===== config.mk =====
export PLATFORM = sky130hd
export DESIGN_NAME = dsm_dither_mod
export DESIGN_NICKNAME = d
export VERILOG_FILES = /design/src/rtl/dsm_pkg.sv /design/src/rtl/dsm_sample_hold.sv /design/src/rtl/dsm_dither.sv /design/src/rtl/dsm_loop.sv /design/src/rtl/dsm_dither_mod.sv
export SDC_FILE = /design/constraint.sdc
export NUM_CORES = 1
export LEC_CHECK = 0
export BUFFER_PORTS_ARGS = -buffer_cell sky130_fd_sc_hd__buf_4
export CORE_MARGIN = 4
export CORE_UTILIZATION = 50
export CTS_CLUSTER_DIAMETER = 200
export DETAILED_ROUTE_END_ITERATION = 8
export PLACE_DENSITY = 0.68
export SLEW_MARGIN = 20
export SYNTH_ARGS = -nofsm -noshare
export SYNTH_HDL_FRONTEND = slang
export SYNTH_HIERARCHICAL = 1
export SYNTH_SLANG_ARGS = --single-unit

===== constraint.sdc =====
create_clock -name clk -period 8.2 [get_ports clk]
set_clock_uncertainty 0.2 [all_clocks]
set_input_delay 2.05 -clock clk [delete_from_list [all_inputs] [get_ports clk]]
set_output_delay 2.05 -clock clk [all_outputs]
set_load 0.03 [all_outputs]

===== src/rtl/dsm_pkg.sv =====
package dsm_pkg;

    typedef enum logic [0:0] {
        HOLD_EMPTY = 1'b0,
        HOLD_FULL  = 1'b1
    } hold_state_t;

endpackage


===== src/rtl/dsm_sample_hold.sv =====
module dsm_sample_hold #(
    parameter int W_IN = 24
) (
    input  logic                   clk,
    input  logic                   rst_n,
    input  logic                   in_valid,
    input  logic signed [W_IN-1:0] in_sample,
    input  logic                   step_en,
    output logic                   in_ready,
    output logic signed [W_IN-1:0] held_sample
);
    import dsm_pkg::*;

    hold_state_t state_q, state_d;
    logic        load;

    always_ff @(posedge clk or negedge rst_n) begin
        if (!rst_n) begin
            state_q <= HOLD_EMPTY;
        end else begin
            state_q <= state_d;
        end
    end

    always_comb begin
        state_d = state_q;
        load    = 1'b0;
        unique case (state_q)
            HOLD_EMPTY: begin
                if (in_valid) begin
                    load    = 1'b1;
                    state_d = HOLD_FULL;
                end
            end
            HOLD_FULL: begin
                if (step_en) begin
                    state_d = HOLD_EMPTY;
                end
            end
            default: state_d = HOLD_EMPTY;
        endcase
    end

    always_comb begin
        unique case (state_q)
            HOLD_EMPTY: in_ready = 1'b1;
            HOLD_FULL:  in_ready = 1'b0;
            default:    in_ready = 1'b0;
        endcase
    end

    always_ff @(posedge clk or negedge rst_n) begin
        if (!rst_n) begin
            held_sample <= '0;
        end else if (load) begin
            held_sample <= in_sample;
        end
    end

endmodule


===== src/rtl/dsm_dither.sv =====
module dsm_dither #(
    parameter int               LFSR_W    = 23,
    parameter int               TAP_B     = 17,
    parameter logic [LFSR_W-1:0] SEED     = 23'h35A1C7,
    parameter int               SH_W      = 4,
    parameter int               DITH_BASE = 16,
    parameter int               OUT_W     = 27
) (
    input  logic                    clk,
    input  logic                    rst_n,
    input  logic                    advance,
    input  logic [SH_W-1:0]         shift,
    output logic signed [OUT_W-1:0] dither_out,
    output logic [LFSR_W-1:0]       lfsr_state
);
    localparam int N_SH = 1 << SH_W;

    logic [LFSR_W-1:0]       lfsr_q;
    logic                    feedback;
    logic signed [OUT_W-1:0] lfsr_ext;
    logic signed [OUT_W-1:0] cand [N_SH];

    assign feedback = lfsr_q[LFSR_W-1] ^ lfsr_q[TAP_B];

    always_ff @(posedge clk or negedge rst_n) begin
        if (!rst_n) begin
            lfsr_q <= SEED;
        end else if (advance) begin
            lfsr_q <= {lfsr_q[LFSR_W-2:0], feedback};
        end
    end

    assign lfsr_ext = OUT_W'($signed(lfsr_q));

    assign cand[0] = '0;
    for (genvar g = 1; g < N_SH; g++) begin : g_scale
        assign cand[g] = lfsr_ext >>> (DITH_BASE - g);
    end

    assign dither_out = cand[shift];
    assign lfsr_state = lfsr_q;

endmodule


===== src/rtl/dsm_loop.sv =====
module dsm_loop #(
    parameter int W_IN   = 24,
    parameter int W_CODE = 4,
    parameter int W_SUM  = W_IN + 3,
    parameter int W_ERR  = W_IN - W_CODE + 3
) (
    input  logic                     clk,
    input  logic                     rst_n,
    input  logic                     step_en,
    input  logic signed [W_IN-1:0]   sample,
    input  logic signed [W_IN-1:0]   offset,
    input  logic signed [W_SUM-1:0]  dither,
    output logic signed [W_CODE-1:0] code_out,
    output logic                     code_valid,
    output logic signed [W_ERR-1:0]  err_state
);
    localparam int LSB_SH = W_IN - W_CODE;
    localparam int Q_SH   = LSB_SH + 1;
    localparam logic signed [W_SUM-1:0] Q_HI   = W_SUM'((1 <<< (W_CODE - 2)) - 1);
    localparam logic signed [W_SUM-1:0] Q_LO   = -(W_SUM'(1 <<< (W_CODE - 2)));
    localparam logic signed [W_SUM-1:0] ERR_HI = W_SUM'((1 <<< Q_SH) - 1);
    localparam logic signed [W_SUM-1:0] ERR_LO = -(W_SUM'(1 <<< Q_SH));
    localparam logic signed [W_CODE-1:0] C_HI  = W_CODE'((1 <<< (W_CODE - 1)) - 1);
    localparam logic signed [W_CODE-1:0] C_LO  = -C_HI;

    logic signed [W_SUM-1:0]  v_sum;
    logic signed [W_SUM-1:0]  q_idx;
    logic signed [W_SUM-1:0]  level;
    logic signed [W_SUM-1:0]  resid;
    logic signed [W_SUM-1:0]  resid_cl;
    logic signed [W_CODE-1:0] code_d;
    logic signed [W_ERR-1:0]  err_q;

    always_comb begin
        v_sum = W_SUM'(sample) + W_SUM'(offset) + dither + W_SUM'(err_q);
        q_idx = v_sum >>> Q_SH;
        if (q_idx >= Q_HI) begin
            code_d = C_HI;
        end else if (q_idx <= Q_LO) begin
            code_d = C_LO;
        end else begin
            code_d = W_CODE'((q_idx <<< 1) + W_SUM'(1));
        end
        level = W_SUM'(code_d) <<< LSB_SH;
        resid = v_sum - level;
        if (resid > ERR_HI) begin
            resid_cl = ERR_HI;
        end else if (resid < ERR_LO) begin
            resid_cl = ERR_LO;
        end else begin
            resid_cl = resid;
        end
    end

    always_ff @(posedge clk or negedge rst_n) begin
        if (!rst_n) begin
            err_q      <= '0;
            code_out   <= '0;
            code_valid <= 1'b0;
        end else begin
            code_valid <= step_en;
            if (step_en) begin
                err_q    <= W_ERR'(resid_cl);
                code_out <= code_d;
            end
        end
    end

    assign err_state = err_q;

endmodule


===== src/rtl/dsm_dither_mod.sv =====
module dsm_dither_mod #(
    parameter int               W_IN   = 24,
    parameter int               W_CODE = 4,
    parameter int               SH_W   = 4,
    parameter int               LFSR_W = 23,
    parameter logic [LFSR_W-1:0] SEED  = 23'h35A1C7
) (
    input  logic              clk,
    input  logic              rst_n,
    input  logic              in_valid,
    output logic              in_ready,
    input  logic [W_IN-1:0]   in_sample,
    input  logic              step_en,
    input  logic [SH_W-1:0]   dither_shift,
    input  logic [W_IN-1:0]   dc_offset,
    output logic [W_CODE-1:0] code_out,
    output logic              code_valid
);
    localparam int W_SUM = W_IN + 3;
    localparam int W_ERR = W_IN - W_CODE + 3;

    logic signed [W_IN-1:0]   held_w;
    logic signed [W_SUM-1:0]  dither_w;
    logic [LFSR_W-1:0]        lfsr_w;
    logic signed [W_ERR-1:0]  err_w;
    logic signed [W_CODE-1:0] code_w;

    dsm_sample_hold #(.W_IN(W_IN)) i_hold (
        .clk         (clk),
        .rst_n       (rst_n),
        .in_valid    (in_valid),
        .in_sample   ($signed(in_sample)),
        .step_en     (step_en),
        .in_ready    (in_ready),
        .held_sample (held_w)
    );

    dsm_dither #(
        .LFSR_W    (LFSR_W),
        .TAP_B     (LFSR_W - 6),
        .SEED      (SEED),
        .SH_W      (SH_W),
        .DITH_BASE (1 << SH_W),
        .OUT_W     (W_SUM)
    ) i_dither (
        .clk        (clk),
        .rst_n      (rst_n),
        .advance    (step_en),
        .shift      (dither_shift),
        .dither_out (dither_w),
        .lfsr_state (lfsr_w)
    );

    dsm_loop #(
        .W_IN   (W_IN),
        .W_CODE (W_CODE),
        .W_SUM  (W_SUM),
        .W_ERR  (W_ERR)
    ) i_loop (
        .clk        (clk),
        .rst_n      (rst_n),
        .step_en    (step_en),
        .sample     (held_w),
        .offset     ($signed(dc_offset)),
        .dither     (dither_w),
        .code_out   (code_w),
        .code_valid (code_valid),
        .err_state  (err_w)
    );

    assign code_out = code_w;

endmodule


After elaboration in Yosys (flattened, before gate mapping)
Cells that the tools add are included.
{"block": "op_classes", "magnitude_cmp": 5, "n_addsub": 5, "muxes": 12, "bitwise": 3}
{"cell": "binary-select mux 27 bit (select 4 bit)", "n": 1}
{"cell": "2-to-1 mux 27 bit", "n": 2}
{"cell": "2-to-1 mux 23 bit", "n": 2}
{"cell": "adder 27 x 23 -> 27 bit", "n": 1}
{"cell": "adder 27 bit", "n": 1}
{"cell": "> comparator 27 x 22 -> 1 bit, second input constant", "n": 1}
{"cell": "< comparator 27 x 22 -> 1 bit, second input constant", "n": 1}
{"cell": "subtractor 27 x 24 -> 27 bit", "n": 1}
{"cell": "adder 24 x 24 -> 25 bit", "n": 1}
{"cell": "2-to-1 mux 4 bit", "n": 2}
{"cell": ">= comparator 6 x 3 -> 1 bit, second input constant", "n": 1}
{"cell": "<= comparator 6 x 3 -> 1 bit, second input constant", "n": 1}
{"cell": ">= comparator 5 bit, second input constant", "n": 1}
{"cell": "inverter 4 -> 5 bit", "n": 1}
{"cell": "adder 4 x 2 -> 4 bit, second input constant", "n": 1}
{"cell": "case mux 1 bit (2 select lines)", "n": 2}
{"cell": "2-to-1 mux 1 bit", "n": 3}
{"cell": "inverter 1 bit", "n": 1}
{"cell": "XOR 1 bit", "n": 1}
{"block": "totals", "elab_cells": 31, "in_bits": 56, "reg_bits": 76}

Logic depth before layout (Yosys ltp)
Gate-level depths: netlist (run 1).
{"block": "logic_depth", "depth_word": 13, "depth_mapped": 32, "ltp_nobuf": 28}

Hierarchy
The synthesis (run 1) kept the hierarchy.
{"module": "dsm_loop", "instances": 1, "area_per_inst_um2": 4658.2, "cells_per_inst": 553}
{"module": "dsm_dither", "instances": 1, "area_per_inst_um2": 2045.7, "cells_per_inst": 194}
{"module": "dsm_sample_hold", "instances": 1, "area_per_inst_um2": 1018.5, "cells_per_inst": 55}

Worst setup path after synthesis (run 1)
Ideal clock, no wire load.
{"block": "synth_path", "kind": "input port to flip-flop", "startpoint": "in dither_shift[2]", "endpoint": "reg i_loop.err_q[15], in the netlist i_loop/err_state[15]", "t_arrival_ps": 7943, "slack_ps": -83, "path_stages": 29, "required_ps": 7860, "path_buffers": 5, "cell_sequence": "clkbuf_1 -> buf_1 -> nor2_1 -> a21boi_0 -> buf_4 -> inv_1 -> fa_1 -> fa_1 -> inv_1 -> ha_1 -> buf_2 -> o21a_1 -> a21o_1 -> a21o_1 -> a22o_1 -> a211oi_4 -> and2_4 -> a31oi_4 -> nand2_1 -> o21ai_0 -> inv_1 -> ha_1 -> a21oi_1 -> o41a_1 -> xor2_1 -> nor4_4 -> a21oi_2 -> buf_6 -> o221ai_2"}
{"block": "synth_via", "elab_chain_cells": 13, "word_cells_on_any_way": 16, "cone_classes": "add/sub: 4; order compare: 4; mux: 7; bitwise: 1"}
{"item": "start: declaration", "line": "dsm_dither_mod.sv:14", "source": "input logic [SH_W-1:0] dither_shift,"}
{"item": "inverter 4 -> 5 bit (not written as such) (*)", "line": "dsm_dither.sv:40", "source": "assign dither_out = cand[shift];"}
{"item": "binary-select mux 27 bit (select 4 bit) (*)", "line": "dsm_dither.sv:40"}
{"item": "2-to-1 mux 27 bit (not written as such) (*) (2 in series)", "line": "dsm_dither.sv:40"}
{"item": "named net dither_w[21]", "line": "dsm_dither_mod.sv:23", "source": "logic signed [W_SUM-1:0] dither_w;"}
{"item": "adder 27 bit (*)", "line": "dsm_loop.sv:35", "source": "v_sum = W_SUM'(sample) + W_SUM'(offset) + dither + W_SUM'(err_q);"}
{"item": "adder 27 x 23 -> 27 bit (*)", "line": "dsm_loop.sv:35"}
{"item": "<= comparator 6 x 3 -> 1 bit / adder 4 x 2 -> 4 bit (equally long branches)", "line": "dsm_loop.sv:39, dsm_loop.sv:42"}
{"item": "2-to-1 mux 4 bit", "line": "dsm_loop.sv:39", "source": "end else if (q_idx <= Q_LO) begin"}
{"item": "2-to-1 mux 4 bit", "line": "dsm_loop.sv:37", "source": "if (q_idx >= Q_HI) begin"}
{"item": "subtractor 27 x 24 -> 27 bit (*)", "line": "dsm_loop.sv:45", "source": "resid = v_sum - level;"}
{"item": "< comparator 27 x 22 -> 1 bit", "line": "dsm_loop.sv:48", "source": "end else if (resid < ERR_LO) begin"}
{"item": "2-to-1 mux 23 bit", "line": "dsm_loop.sv:48"}
{"item": "2-to-1 mux 23 bit (*)", "line": "dsm_loop.sv:46", "source": "if (resid > ERR_HI) begin"}
{"item": "end signal: assignment", "line": "dsm_loop.sv:63", "source": "err_q <= W_ERR'(resid_cl);"}
{"item": "end: declaration", "line": "dsm_loop.sv:32", "source": "logic signed [W_ERR-1:0] err_q;"}
Mark *: on every way through the listed nets, which the timed path passes. The rest lies on a longest branch. The select of a mux whose other input is x is not followed.
A chain may end at the register's enable or synchronous reset.

Worst setup path in the final report (run 1)
{"block": "layout_path", "startpoint": "in dither_shift[0]", "endpoint": "reg i_loop.err_q[19], in the netlist i_loop/err_state[19]"}
The elaborated chain is that of the path after synthesis.

==> metrics.txt, run 1 <==
crit path time final=7.99 ns; total grt overflow=0; # clock sinks=76; Distinct cells, synth=77; post-DR vias/cell=5.57; Synth Area in Simple Gates=9.58%; Final setup violation count=0; Worst-Margin Slew=1.01 ns; CP peak stage delay=0.44 ns; clk_lat worst skew=0.34 ns; DRC=0; outcome=finished, final reports clean; Fmax achieved=125 MHz; layout cells sized above 1=35.9%; initial antenna violation count=0; Crit path depth=33; Synth Area in XOR/XNOR=2.84%; crit-path max FO=14; Worst path most repeated cell=inv_1; total CTS buffers=9; reg2reg end=i_loop/err_state[19]; TritonRoute pass-1 iters=5; WHS=0.265 ns; first-pass GRT wire length=33300 um; Antenna Cells=0; clock slew at reported path FFs=0.06 ns; Inst Count DP=1139; Max Slew Vio Count=0; port buffer count=61; Max-slew headroom=32.7%; Syn-to-layout area delta=26.2%; fillers=1250; delay-heaviest family, CP=compound AO/OA/AOI/OAI gates; worst r2r src=i_dither/lfsr_state[5]; crit start category=input port; largest cells by area after synthesis=dfrtp_1 21%, fa_1 13%, inv_1 7.2%; asr flop ratio synth=100%; # Max-Cap Violations=0; routed vias=6450; ANT nets after route=0; GRT Total Usage=23.5%; CP Launch Point=dither_shift[0]; post-synthesis cell count=802; CTS tree=done; final wirelength=20300 um; CTS Root Cell=clkbuf_16; largest net degree at the start of global routing=77; register area=1920 um2; post-DP HPWL=15800 um; worst hold path type=flip-flop to flip-flop; die area=17500 um2; pre-CTS setup slack=-0.735 ns; clock tree buffer depth=2; R2R cell count=25; Final #Nets=1106; sequential share of the synthesized area=24.8%; Ports=62; vias in the first global route=6565; Critical Path Sink Type=flip-flop; largest family of logic cells by synthesized area=adder cells; DRT iter0 DRCs=443; area of the multi-input gates=5200 um2; die span in y=132 um; Buf/Inv on CP=9; cts hold-fix bufs=0; mux cell area share after synthesis=16.6%; CP arrival=8.00 ns; H-tree depth=3; Critical Path Sink=i_loop/err_state[19]; final hold vios=0; drt wl/cell=17.5 um; Synth Area in Adders=18.7%; core area=15100 um2; Rows=45; Post-synth top cells=148 x inv_1, 64 x dfrtp_1, 52 x fa_1, 52 x nand2_1, 47 x a21oi_1; Syn Area/Cell=9.63 um2; Final Wtd Congestion=0.961; PnR worst setup slack=0.206 ns; Yosys warning count=6; Post-synth EDFFs=0; WS Path Type=input port to flip-flop; Post-Syn Nets=942; Yosys top cell by area=dfrtp_1; period utilization=97.5%; complex-gate fraction of the synthesized area=17.0%; Critical Path RT=8.20 ns; initial core utilization=51.0%; R2R Setup Slk=1.67 ns; Cell Area, Synth=7720 um2; Die X=132 um; count leader, synth=inv_1; post-route core utilization=64.3%; area fraction of the dominant cell type after synthesis=20.7%; Yosys reg bits=76; Non-Filler Instances=1159; Slowest-stage cell, CP=fa_1; top_reg_cell synth=dfrtp_1
state kept, by name (all words and copies together), names as in the netlist:
signal               count
i_hold/held_sample      24
i_loop/err_state        23
i_loop/code_out          4
i_loop/code_valid        1
i_hold/state_q           1
i_dither/lfsr_state     23
cell type report:
cell class,count,area share (%)
clock inverter,5,0.629
tap,188,2.41
multi-input combinational,536,53.4
sequential,76,19.7
clock buffer,11,2.39
inverter,150,5.79
timing repair buffer,193,15.7
logic make-up after synthesis:
kind of cell             after synthesis
AO/OA/AOI/OAI                        181
adder cells (fa/ha/maj)               84
XOR/XNOR                              25
buffers and inverters                190
multiplexers                          97
AND/OR/NAND/NOR                      149
flip-flops                            76
worst min path at each step:
stage                            from                      to  cells past startpoint
2_1_floorplan  i_dither/lfsr_state[0]  i_dither/lfsr_state[0]                      2
3_3_place_gp       i_loop/code_out[0]      i_loop/code_out[0]                      1
3_5_place_dp       i_loop/code_out[0]      i_loop/code_out[0]                      1
4_1_cts            i_loop/code_out[0]      i_loop/code_out[0]                      1
5_1_grt            i_loop/code_out[0]      i_loop/code_out[0]                      1
6_report           i_loop/code_out[0]      i_loop/code_out[0]                      1
repair_timing:
item,4_1_cts,5_1_grt
cloned,0,2
setup endpoints to repair,23,23
pin swaps,5,17
setup buffers,0,2
resized for setup,8,55
layer usage:
metal	track usage, %	part of all wire [%]	vias up
met5	0	0	-
li1	-	-	3060
met2	37.5	47	179
met3	4.35	5.4	18
met1	33.7	46	3193
met4	5.37	1.4	0
through the flow:
step           TNS (ns)  area [um2]
2_1_floorplan         0        7730
3_3_place_gp      -9.82        9150
3_5_place_dp     -14.96        9150
4_1_cts               0        9470
5_1_grt          -0.717        9740
6_report              0        9740
cells in the final DEF, fill, tap and decap left out, types with 7 or more instances in the layout:
cell type | Yosys | layout
a21oi_1 | 47 | 44
mux2_2 | 33 | 33
inv_1 | 148 | 147
nand3_1 | 11 | 11
nand4_1 | 7 | 7
o21ai_0 | 37 | 28
nor2_1 | 29 | 28
xor2_1 | 10 | 9
mux4_2 | 11 | 12
o221ai_1 | 10 | 9
dfrtp_1 | 64 | 64
o21ai_1 | 4 | 10
dfstp_2 | 12 | 12
o221ai_2 | 10 | 11
fa_1 | 52 | 51
mux2i_2 | 1 | 7
nor3_1 | 10 | 9
buf_4 | 6 | 182
xnor2_1 | 15 | 15
nand2_1 | 52 | 50
clkbuf_16 | 0 | 10
mux2_4 | 19 | 19
mux2i_1 | 31 | 24
a21o_1 | 20 | 20
ha_1 | 32 | 28
Power of run 1 is left out: the tool's default activity adds up to more than one toggle a clock period on the data nets, which glitch-free logic cannot reach.
==> run 2, diff against run 1 <==
--- a/config.mk
+++ b/config.mk
@@ -6,10 +6,10 @@
 export NUM_CORES = 1
 export LEC_CHECK = 0
 export BUFFER_PORTS_ARGS = -buffer_cell sky130_fd_sc_hd__buf_4
-export CORE_MARGIN = 4
 export CORE_UTILIZATION = 50
 export CTS_CLUSTER_DIAMETER = 200
 export DETAILED_ROUTE_END_ITERATION = 8
+export GPL_TIMING_DRIVEN = 0
 export PLACE_DENSITY = 0.68
 export SLEW_MARGIN = 20
 export SYNTH_ARGS = -nofsm -noshare
==> constraint.sdc (replaced) <==
create_clock -name clk -period 8.74 [get_ports clk]
set_clock_uncertainty 0.2 [all_clocks]
set_input_delay 2.185 -clock clk [delete_from_list [all_inputs] [get_ports clk]]
set_output_delay 2.185 -clock clk [all_outputs]
set_load 0.03 [all_outputs]
==> run 2 against run 1 <==
Global-route usage increased by 1.1 points. Utilization fell by 5.1 points. Die area fell by 8.9%. Highest routed layer unchanged. Sequential share of layout area rose by 1.7 points. Critical path depth shrank 6. Sequential cell count unchanged. Routed wire length shrank 10%. Via count down 6.7%. Worst setup slack improved by 0.075 ns. Clock-buffer cell count increased by 2.
==> metrics.txt, run 2 (synthesized netlist as in run 1, its figures left out) <==
Antenna Cells=0 (unchanged); drt wl/cell=17.0 um (-2.8%); post-DP HPWL=14100 um (-11%); worst hold path type=flip-flop to flip-flop; Final #Nets=1018 (-8.0%); max reg flops=24 (unchanged); clock tree buffer depth=2 (unchanged); H-tree depth=3 (unchanged); Max-slew headroom=36.2% (+3.5 points); Worst-Margin Slew=0.957 ns (-0.0511 ns); total grt overflow=0 (unchanged); Die X=126 um (-4.5%); largest net degree at the start of global routing=77 (unchanged); crit path time final=8.46 ns; DRT iter0 DRCs=440 (-0.68%); crit start category=input port; port buffer count=60 (-1.6%); Syn-to-layout area delta=16.2%; CP peak stage delay=0.53 ns (+0.09 ns); CTS tree=done; # Max-Cap Violations=0 (unchanged); die span in y=126 um (-4.5%); Slowest-stage cell, CP=mux4_2; clk_lat worst skew=0.35 ns (about the same); outcome=finished, final reports clean; delay-heaviest family, CP=compound AO/OA/AOI/OAI gates; Critical Path RT=8.80 ns (+0.60 ns); final wirelength=18200 um (-10%); Ports=62 (unchanged); fillers=1353 (+8.2%); Reg with most FFs=i_hold/held_sample; Buf/Inv on CP=6 (-3); Fmax achieved=118 MHz; DRC=0 (unchanged); # clock sinks=76 (unchanged); layout cells sized above 1=27.0% (-9.0 points); TritonRoute pass-1 iters=5 (unchanged); Rows=45 (unchanged); crit-path max FO=10 (-4); Worst path most repeated cell=fa_1; vias in the first global route=6042 (-8.0%); register area=1920 um2 (unchanged); Critical Path Sink Type=flip-flop; leading cell types in the layout, fill and taps excluded=148 x inv_1, 74 x buf_4, 64 x dfrtp_1; Max Slew Vio Count=0 (unchanged); clock slew at reported path FFs=0.06 ns (about the same); post-DR vias/cell=5.62 (+1.0%); core area=15100 um2 (unchanged); Final Wtd Congestion=0.909 (-5.4%); CTS Root Cell=clkbuf_16; cts hold-fix bufs=0 (unchanged); most common cell after layout, fill and taps aside=inv_1; final hold vios=0 (unchanged); Final setup violation count=0 (unchanged); area of the multi-input gates=5190 um2 (-0.17%); post-route core utilization=59.3% (-5.1 points); WS Path Type=input port to flip-flop; routed vias=6020 (-6.7%); first-pass GRT wire length=30500 um (-8.5%); period utilization=96.8%; initial core utilization=51.0% (unchanged); initial antenna violation count=0 (unchanged); CP arrival=8.52 ns (+0.52 ns); GRT Total Usage=24.6% (+1.1 points); total CTS buffers=9 (unchanged); die area=15900 um2 (-8.9%); ANT nets after route=0 (unchanged)
==> run 2: changes by cell type in the layout (fill, tap and decap cells not counted), sizes merged <==
cell / change
inv: -1
buf: -98
clkinv: -1
bufinv: -1
clkinvlp: +1
clkbuf: +12
==> run 2: cell type report <==
class	count	share of cell area, %
repair buffers	67	5.65
clock buffers	13	2.90
inverters	150	6.29
flip-flops and latches	76	21.4
multi-input cells	536	57.9
well taps	188	2.62
plain buffers	38	3.08
clock inverters	3	0.237
==> run 2: routing by layer <==
layer	vias up	global-route usage, %	share of wire, %
li1	2894	-	-
met1	2953	35.8	48
met2	155	38.0	45
met3	18	3.53	4.9
met4	0	7.94	1.7
met5	-	0	0
==> run 2: repair_timing <==
action / CTS / global route
setup buffers: 2 / 5
pin swaps: 2 / 15
hold endpoints to repair: 0 / 0
endpoints found under the setup margin: 23 / 22
gates resized for setup: 13 / 42
==> run 2: final timing paths <==
kind                                          from               endpoint  slack, ns  cells after the start
setup reg to reg           i_dither/lfsr_state[17]   i_loop/err_state[13]       1.91                     24
min in group asynchronous                    rst_n  i_hold/held_sample[0]       1.65                      1
setup / recovery                   dither_shift[0]   i_loop/err_state[13]       0.28                     27
hold reg to reg                 i_loop/code_out[0]     i_loop/code_out[0]       0.26                      1
max in group asynchronous                    rst_n   i_loop/err_state[20]       6.16                      1
hold / removal                  i_loop/code_out[0]     i_loop/code_out[0]       0.26                      1
==> run 2: worst register-to-register path: cells and delay by family (launching register included) <==
family	cells	cell delay, ns
compound gates	9	2.00
fa+ha+maj	4	1.50
mux	2	1.10
simple gates	4	1.01
buf+inv	5	0.57
flops	1	0.36
==> run 2: metrics by stage <==
| step | setup WS (ns) | setup TNS (ns) | cells | hold WS, ns | cell area [um2] |
|---|---|---|---|---|---|
| after floorplan | 0.322 | 0 | 802 | 0.265 | 7720 |
| after global placement | -1.09 | -21.90 | 1050 | 0.253 | 8410 |
| after detailed placement | -1.18 | -23.82 | 1050 | 0.254 | 8410 |
| after CTS | 0.0100 | 0 | 1067 | 0.272 | 8740 |
| after global routing | -0.0158 | -0.0158 | 1071 | 0.292 | 8980 |
| final | 0.281 | 0 | 1071 | 0.264 | 8980 |
Power of run 2 is left out for the same reason.
==> run 3, diff against run 2 <==
--- a/config.mk
+++ b/config.mk
@@ -10,7 +10,7 @@
 export CTS_CLUSTER_DIAMETER = 200
 export DETAILED_ROUTE_END_ITERATION = 8
 export GPL_TIMING_DRIVEN = 0
-export PLACE_DENSITY = 0.68
+export PLACE_DENSITY = 0.78
 export SLEW_MARGIN = 20
 export SYNTH_ARGS = -nofsm -noshare
 export SYNTH_HDL_FRONTEND = slang
==> constraint.sdc (replaced) <==
create_clock -name clk -period 10.8 [get_ports clk]
set_clock_uncertainty 0.2 [all_clocks]
set_input_delay 2.7 -clock clk [delete_from_list [all_inputs] [get_ports clk]]
set_output_delay 2.7 -clock clk [all_outputs]
set_load 0.03 [all_outputs]
==> run 3 against run 2 <==
Worst setup slack improved by 0.52 ns. Sequential cell count unchanged. Critical path depth up 3. Die area is the same. Utilization is 1.6 points lower. Largest cell class unchanged.
==> metrics.txt, run 3 (synthesized netlist as in run 1, its figures left out) <==
CTS tree=done; most common cell after layout, fill and taps aside=inv_1; period utilization=92.6%; Critical Path RT=10.80 ns (+2.00 ns); largest net degree at the start of global routing=77 (unchanged); Slowest-stage cell, CP=a21boi_0; vias in the first global route=5861 (-3.0%); Reg with most FFs=i_hold/held_sample; total grt overflow=0 (unchanged); core area=15100 um2 (unchanged); Inst Count DP=1050 (unchanged); GRT Total Usage=24.1% (-0.58 points); CP peak stage delay=0.87 ns (+0.34 ns); TritonRoute pass-1 iters=5 (unchanged); Rows=45 (unchanged); Sum Neg Setup Slack=0 ns (unchanged); RSZ-0062 raised after global routing=no; drt wl/cell=16.5 um (-2.8%); final hold vios=0 (unchanged); initial antenna violation count=0 (unchanged); Antenna Cells=0 (unchanged); crit-path max FO=10 (unchanged); # clock sinks=76 (unchanged); outcome=finished, final reports clean; Max Slew Vio Count=0 (unchanged); CP arrival=10.00 ns (+1.48 ns); clock tree buffer depth=2 (unchanged); cts hold-fix bufs=0 (unchanged); Die X=126 um (unchanged); routed vias=5948 (-1.2%); Syn-to-layout area delta=13.2%; Ports=62 (unchanged); post-CTS setup buffer count=0 (-2); first-pass GRT wire length=29700 um (-2.5%); final wirelength=17600 um (-3.2%); Critical Path Sink Type=flip-flop; H-tree depth=3 (unchanged); Worst-Margin Slew=1.08 ns (+0.123 ns); Final #Nets=1013 (-0.49%); Worst path most repeated cell=inv_1; Fmax achieved=100 MHz; crit path time final=10.00 ns; die area=15900 um2 (unchanged); die span in y=126 um (unchanged); # resized after CTS=0 (-13); post-route cell area=8740 um2 (-2.6%); total CTS buffers=9 (unchanged); Final Wtd Congestion=0.923 (+1.6%); crit start category=input port; DRC=0 (unchanged); WS Path Type=input port to flip-flop; Non-Filler Instances=1066 (-0.47%); initial core utilization=51.0% (unchanged); leading cell types in the layout, fill and taps excluded=148 x inv_1, 65 x buf_4, 64 x dfrtp_1; worst hold path type=flip-flop to flip-flop; post-DP HPWL=13800 um (-1.8%); Max-slew headroom=27.4% (-8.9 points); clk_lat worst skew=0.35 ns (about the same); layout cells sized above 1=23.3% (-3.6 points); CTS Root Cell=clkbuf_16; # Max-Cap Violations=0 (unchanged); max reg flops=24 (unchanged); clock slew at reported path FFs=0.06 ns (about the same); port buffer count=60 (unchanged); ANT nets after route=0 (unchanged); DRT iter0 DRCs=422 (-4.1%); post-DR vias/cell=5.58 (-0.73%); DP Area=8410 um2 (unchanged); Final setup violation count=0 (unchanged)
==> run 3: cell types whose count changed in the layout (fill, tap and decap cells not counted), moves of 3 or more <==
cell,previous run,this run
clkbuf_1,12,15
a21oi_4,3,0
o21ai_1,8,4
mux2i_2,6,1
buf_4,74,65
mux2i_1,23,31
o21ai_0,32,37
mux2i_4,3,0
a21oi_1,44,47
buf_2,8,11
==> run 3: worst max-delay path, delay by kind of cell <==
family                   cells  cell delay, ns
AND/OR/NAND/NOR              5            0.91
AO/OA/AOI/OAI               10            2.81
XOR/XNOR                     1            0.29
buffers and inverters       10            1.82
adder cells (fa/ha/maj)      4            1.43
==> run 3: routing by layer <==
| metal | vias up | share of wire (%) | track usage, % |
|---|---|---|---|
| li1 | 2876 | - | - |
| met1 | 2892 | 47 | 34.2 |
| met2 | 167 | 46 | 37.8 |
| met3 | 13 | 5.6 | 3.78 |
| met4 | 0 | 1.4 | 7.80 |
| met5 | - | 0 | 0 |
==> run 3: final timing paths <==
kind | depth (start not counted) | end | from | slack (ns)
max reg2reg | 24 | i_loop/err_state[15] | i_dither/lfsr_state[17] | 3.41
min in group asynchronous | 1 | i_dither/lfsr_state[4] | rst_n | 2.17
max | 30 | i_loop/err_state[15] | dither_shift[2] | 0.80
min | 1 | i_loop/code_out[0] | i_loop/code_out[0] | 0.27
max in group asynchronous | 1 | i_loop/err_state[21] | rst_n | 7.74
min reg2reg | 1 | i_loop/code_out[0] | i_loop/code_out[0] | 0.27
==> run 3: area by class of cell <==
| type | instances | area [um2] |
|---|---|---|
| inverters | 150 | 564 |
| clock buffers | 11 | 243 |
| clock inverters | 5 | 85.1 |
| repair buffers | 60 | 454 |
| well taps | 188 | 235 |
| flip-flops and latches | 76 | 1920 |
| fillers | 1320 | 6410 |
| plain buffers | 40 | 250 |
| multi-input cells | 536 | 4990 |
==> run 3: per-stage QoR <==
step | setup slack (ns) | util [%] | hold WS, ns
after floorplan | 1.87 | - | 0.265
after global placement | 0.568 | 55.5 | 0.258
after detailed placement | 0.493 | 55.5 | 0.257
after CTS | 0.851 | 57.7 | 0.274
after global routing | 0.309 | 57.7 | 0.304
final | 0.799 | 57.7 | 0.266
Power of run 3 is left out for the same reason.
